**src/rtl/stab_pkg.sv**
```systemverilog
package stab_pkg;

  typedef enum logic [1:0] {
    ST_UNTOUCHED = 2'b00,
    ST_PRIVATE   = 2'b01,
    ST_SHARED    = 2'b10
  } regionState_e;

  // strobes from the decision logic to the table datapath
  typedef struct packed {
    logic         commit;
    logic         grant;
    logic         stall;
    logic         nack;
    logic         setOwner;
    regionState_e nextState;
  } ctrlStb_t;

endpackage

```
**src/rtl/stab_ctrl.sv**
```systemverilog
module stab_ctrl
  import stab_pkg::*;
#(
  parameter int TW = 2
) (
  input  logic          reqValid,
  input  logic [TW-1:0] reqThread,
  input  logic          reqWrite,
  input  logic          tokenHeld,
  input  logic          othersBlocked,
  input  regionState_e  curState,
  input  logic [TW-1:0] curOwner,
  output ctrlStb_t      stb
);

  logic ownHit;
  logic freeAccess;
  logic serialPoint;

  assign ownHit      = (curState == ST_PRIVATE) && (curOwner == reqThread);
  assign freeAccess  = ownHit || ((curState == ST_SHARED) && !reqWrite);
  assign serialPoint = tokenHeld && othersBlocked;

  always_comb begin
    stb = '{commit: 1'b0, grant: 1'b0, stall: 1'b0, nack: 1'b0,
            setOwner: 1'b0, nextState: curState};
    if (reqValid) begin
      if (freeAccess) begin
        stb.grant = 1'b1;
      end else if (serialPoint) begin
        stb.grant  = 1'b1;
        stb.commit = 1'b1;
        if (reqWrite || curState == ST_UNTOUCHED) begin
          stb.nextState = ST_PRIVATE;
          stb.setOwner  = 1'b1;
        end else begin
          stb.nextState = ST_SHARED;
        end
      end else if (tokenHeld) begin
        stb.stall = 1'b1;
      end else begin
        stb.nack = 1'b1;
      end
    end
  end

endmodule

```
**src/rtl/stab_table.sv**
```systemverilog
module stab_table
  import stab_pkg::*;
#(
  parameter int NUM_REGIONS = 8,
  parameter int TW = 2,
  parameter int RW = 3
) (
  input  logic          clk,
  input  logic          rstN,
  input  logic [TW-1:0] reqThread,
  input  logic [RW-1:0] reqRegion,
  input  ctrlStb_t      stb,
  output regionState_e  curState,
  output logic [TW-1:0] curOwner,
  output logic          rspValid,
  output logic          rspGrant,
  output logic          rspStall,
  output logic          rspNack,
  output logic [1:0]    rspState,
  output logic [TW-1:0] rspOwner
);

  localparam int ENTRY_W = 2 + TW;

  regionState_e  stateQ [NUM_REGIONS];
  logic [TW-1:0] ownerQ [NUM_REGIONS];
  logic [NUM_REGIONS*ENTRY_W-1:0] tableFlat;
  logic [TW-1:0] newOwner;

  assign newOwner = stb.setOwner ? reqThread : '0;

  for (genvar g = 0; g < NUM_REGIONS; g++) begin : g_entry
    always_ff @(posedge clk) begin
      if (!rstN) begin
        stateQ[g] <= ST_UNTOUCHED;
        ownerQ[g] <= '0;
      end else if (stb.commit && reqRegion == RW'(g)) begin
        stateQ[g] <= stb.nextState;
        ownerQ[g] <= newOwner;
      end
    end
    assign tableFlat[g*ENTRY_W +: ENTRY_W] = {stateQ[g], ownerQ[g]};
  end

  assign curState = stateQ[reqRegion];
  assign curOwner = ownerQ[reqRegion];

  always_ff @(posedge clk) begin
    if (!rstN) begin
      rspValid <= 1'b0;
      rspGrant <= 1'b0;
      rspStall <= 1'b0;
      rspNack  <= 1'b0;
      rspState <= ST_UNTOUCHED;
      rspOwner <= '0;
    end else begin
      rspValid <= stb.grant | stb.stall | stb.nack;
      rspGrant <= stb.grant;
      rspStall <= stb.stall;
      rspNack  <= stb.nack;
      rspState <= stb.commit ? stb.nextState : curState;
      rspOwner <= stb.commit ? newOwner : curOwner;
    end
  end

  // refused requests must leave the whole table untouched
  assert_refusal_keeps_table_R4: assert property (@(posedge clk) disable iff (!rstN)
    (stb.nack || stb.stall) |=> $stable(tableFlat));

  assert_single_outcome_R9: assert property (@(posedge clk) disable iff (!rstN)
    rspValid |-> $onehot({rspGrant, rspStall, rspNack}));

  assert_outcome_needs_strobe_R9: assert property (@(posedge clk) disable iff (!rstN)
    !rspValid |-> !(rspGrant || rspStall || rspNack));

endmodule

```
**src/rtl/region_owner_arbiter.sv**
```systemverilog
module region_owner_arbiter
  import stab_pkg::*;
#(
  parameter int NUM_THREADS = 4,
  parameter int NUM_REGIONS = 8,
  localparam int TW = (NUM_THREADS > 1) ? $clog2(NUM_THREADS) : 1,
  localparam int RW = (NUM_REGIONS > 1) ? $clog2(NUM_REGIONS) : 1
) (
  input  logic          clk,
  input  logic          rstN,
  input  logic          reqValid,
  input  logic [TW-1:0] reqThread,
  input  logic [RW-1:0] reqRegion,
  input  logic          reqWrite,
  input  logic          tokenHeld,
  input  logic          othersBlocked,
  output logic          rspValid,
  output logic          rspGrant,
  output logic          rspStall,
  output logic          rspNack,
  output logic [1:0]    rspState,
  output logic [TW-1:0] rspOwner
);

  ctrlStb_t      stb;
  regionState_e  curState;
  logic [TW-1:0] curOwner;

  stab_ctrl #(.TW(TW)) u_ctrl (
    .reqValid      (reqValid),
    .reqThread     (reqThread),
    .reqWrite      (reqWrite),
    .tokenHeld     (tokenHeld),
    .othersBlocked (othersBlocked),
    .curState      (curState),
    .curOwner      (curOwner),
    .stb           (stb)
  );

  stab_table #(.NUM_REGIONS(NUM_REGIONS), .TW(TW), .RW(RW)) u_table (
    .clk       (clk),
    .rstN      (rstN),
    .reqThread (reqThread),
    .reqRegion (reqRegion),
    .stb       (stb),
    .curState  (curState),
    .curOwner  (curOwner),
    .rspValid  (rspValid),
    .rspGrant  (rspGrant),
    .rspStall  (rspStall),
    .rspNack   (rspNack),
    .rspState  (rspState),
    .rspOwner  (rspOwner)
  );

  assert_strobe_after_request_R9: assert property (@(posedge clk) disable iff (!rstN)
    rspValid |-> $past(reqValid));

  assert_stall_only_with_token_R5: assert property (@(posedge clk) disable iff (!rstN)
    rspStall |-> ($past(tokenHeld) && !$past(othersBlocked)));

  assert_nack_only_without_token_R4: assert property (@(posedge clk) disable iff (!rstN)
    rspNack |-> !$past(tokenHeld));

  assert_grant_not_untouched_R7: assert property (@(posedge clk) disable iff (!rstN)
    rspGrant |-> (rspState != 2'b00));

endmodule

```
**config.mk**
```make
export PLATFORM = sky130hd
export DESIGN_NAME = region_owner_arbiter
export DESIGN_NICKNAME = d
export VERILOG_FILES = /design/src/rtl/stab_pkg.sv /design/src/rtl/stab_ctrl.sv /design/src/rtl/stab_table.sv /design/src/rtl/region_owner_arbiter.sv
export SDC_FILE = /design/constraint.sdc
export NUM_CORES = 1
export LEC_CHECK = 0
export CAP_MARGIN = 5
export CORE_ASPECT_RATIO = 1.75
export CORE_MARGIN = 8
export CORE_UTILIZATION = 55
export CTS_CLUSTER_SIZE = 14
export DETAILED_ROUTE_END_ITERATION = 16
export PLACE_DENSITY = 0.75
export SYNTH_ARGS = -nofsm -noshare
export SYNTH_HDL_FRONTEND = slang
export SYNTH_SLANG_ARGS = --single-unit
```
**constraint.sdc**
```tcl
create_clock -name clk -period 3.5 [get_ports clk]
set_input_delay 0.35 -clock clk [delete_from_list [all_inputs] [get_ports clk]]
set_output_delay 0.35 -clock clk [all_outputs]
set_load 0.01 [all_outputs]
```
==> impl_metrics.tcl <==
set metrics [dict create \
    fillers 295 \
    synth_common_cells "32 x edfxtp_1, 31 x nor2_1, 14 x nand2_1" \
    cts-buffers-inserted 5 \
    clk_latency_ns 0.29 \
    timing.critical_path.mode_cell "buf_4" \
    finalHoldWorstSlack_ns 0.644 \
    wl_per_cell_um 20.0 \
    rsz0062_at_grt "false" \
    ys_seq_area_frac 0.542 \
    io_pins 19 \
    drt_iter0_drc 99 \
    cts_tree "yes" \
    cts_resized 0 \
    fin_crit_ns 3.07 \
    vias 1637 \
    grt_pass1_wl_um 8410 \
    required_ns 3.51 \
    power_leakage_uw 0.000857 \
    yosys_warnings 0 \
    htree_levels 2 \
    io_buffers 18 \
    synth.area.top_cells "edfxtp_1 46%, dfxtp_1 7.7%, nor2_1 5.6%" \
    synth-seq-cells 40 \
    dp.final_hpwl_um 3970 \
    worst_path_max_delay_cell "clkdlybuf4s50_1" \
    min_path_type "input port to register" \
    grt_pass1_vias 1691 \
    hold_viol 0 \
    fin_crit_sh 0.878 \
    cpPeakStageDelay_ns 0.67 \
    drive_gt1_frac 0.155 \
    coreArea_mm2 0.00363 \
    avgSynthCellArea_um2 11.1 \
    finalWirelength_um 5180 \
    syn2layout_area_growth_pct 16.8 \
    fmax_mhz 325 \
    vdd_drop_max_v 0.000265 \
    max-slew-margin-rel 0.604 \
    die_x_um 62.3 \
    antenna_found_initial 0 \
    synth-edff-count 32 \
    yosysTopAreaCell "edfxtp_1" \
    root_buffer "clkbuf_8" \
    synthArstFlopShare 0 \
    maxSlewViolCount 0 \
    worst_pin_slew_ns 0.593 \
    status "finished, final reports clean" \
    synth_cell_types 47 \
    cp.arrival_ns 3.08 \
    holdBufCountCts 0 \
    synth_flop_cell "edfxtp_1" \
    overflow 0 \
    clock_skew_ns 0.00764 \
    power_density_mw_per_mm2 412 \
    clkSlewWorstSetupHoldPaths_ns 0.07 \
    vias_per_cell 6.32 \
    initial_core_util 0.570 \
    maxCapViolCount 0 \
    setup_viol 0 \
    drtAntennaViolNets 0 \
    routabilityCongestion 0.964 \
    setup_tns_ns 0 \
    synth_fp_nets 197 \
    route.detailed.drc 0 \
    track_usage 0.177 \
    firstDrtPassIters 4 \
    start_kind "input port" \
    post-synth-top-count-cell "edfxtp_1" \
    cp_max_fo 17 \
    syn-instance-count 186 \
    cts.sinks 40 \
    die_area_mm2 0.00605 \
    insertedDiodeCount 0 \
    syn-cell-area_mm2 0.00207 \
    crit_chain "clkdlybuf4s50_1 -> buf_4 -> nand2b_1 -> o32ai_1 -> a211o_1 -> o22a_2 -> nand4b_4 -> nand2_1 -> o41ai_1 -> buf_4" \
    nNetsFinal 223 \
    postCtsSetupRepairBufs 0 \
    core.rowCount 29 \
    synth_top_area_share 0.465 \
    cts_max_path_buffers 2 \
    crit_type "input port to register" \
    endpoint_kind "register" \
    grt_max_degree 21 \
    die_h_um 97.1 \
]
layer usage:
metal / wire [um] / share of wire / track usage / vias to the layer above
met3: 359 / 0.069 / 0.0416 / 27
met4: 304 / 0.059 / 0.141 / 0
met1: 1800 / 0.35 / 0.171 / 766
li1: - / - / - / 751
met5: 0 / 0 / 0 / -
met2: 2720 / 0.53 / 0.309 / 93
cells in the final DEF (no fill, tap or decap), drive strengths merged, types with 4 or more instances in the layout:
cell type,n
o21ai,5
and3,6
nand3,7
nor2,32
a211o,4
o31ai,5
edfxtp,32
clkdlybuf4s50,18
dfxtp,8
nand2b,6
buf,11
nor2b,5
nor3,4
nand2,15
o32ai,4
clkbuf,6
mux2,7
worst paths after layout:
path	end	slack (ns)	from	depth (start not counted)
max	u_table.ownerQ[0][0]	0.43	reqRegion[1]	10
min	u_table.rspStall	0.64	othersBlocked	2
max reg2reg	u_table.ownerQ[0][0]	1.00	u_table.ownerQ[0][0]	8
min reg2reg	u_table.rspOwner[0]	0.97	u_table.ownerQ[7][0]	4
layout make-up:
class,count,area [um2],area share
flip-flops and latches,40,1120,0.464
inverters,3,11.3,0.00467
repair buffers,29,275,0.114
multi-input cells,133,865,0.358
well taps,46,57.6,0.0238
clock buffers,6,72.6,0.0301
clock inverters,2,11.3,0.00467
power breakdown:
group	switching [uW]	internal, uW	leakage, uW
clock network	151	138	0.0000388
logic	98.7	69.2	0.000422
registers	6.80	532	0.000397
total	256	739	0.000857
per-stage QoR:
stage / instances / util / power [uW] / cell area, um2 / worst slack [ns]
finish: 259 / 0.665 / 996 / 2410 / 0.426
global route: 259 / 0.665 / 1030 / 2410 / 0.323
CTS: 259 / 0.665 / 998 / 2410 / 0.485
detailed placement: 251 / 0.642 / 715 / 2330 / 0.197
global placement: 251 / 0.642 / 711 / 2330 / 0.277
floorplan: 186 / - / 651 / 2070 / 0.926
critical path: cells and delay by family:
kind                   cells  cell delay [ns]
AO/OA/AOI/OAI              4             1.06
AND/OR/NAND/NOR            3             0.50
buffers and inverters      3             1.17
sequential cells by signal, indices dropped and copies added, names as in the netlist:
signal            cells
u_table.stateQ       16
u_table.rspValid      1
u_table.rspStall      1
u_table.rspNack       1
u_table.rspGrant      1
u_table.ownerQ       16
u_table.rspOwner      2
u_table.rspState      2
logic make-up (layout without fill, tap and decap cells):
logic type,after synthesis,count (layout),share of synthesized area
buf+inv,13,40,0.0393
flops,40,40,0.542
mux,8,8,0.0430
simple gates,79,79,0.191
compound gates,46,46,0.184
No activity file was read; power rests on OpenSTA's default activity.
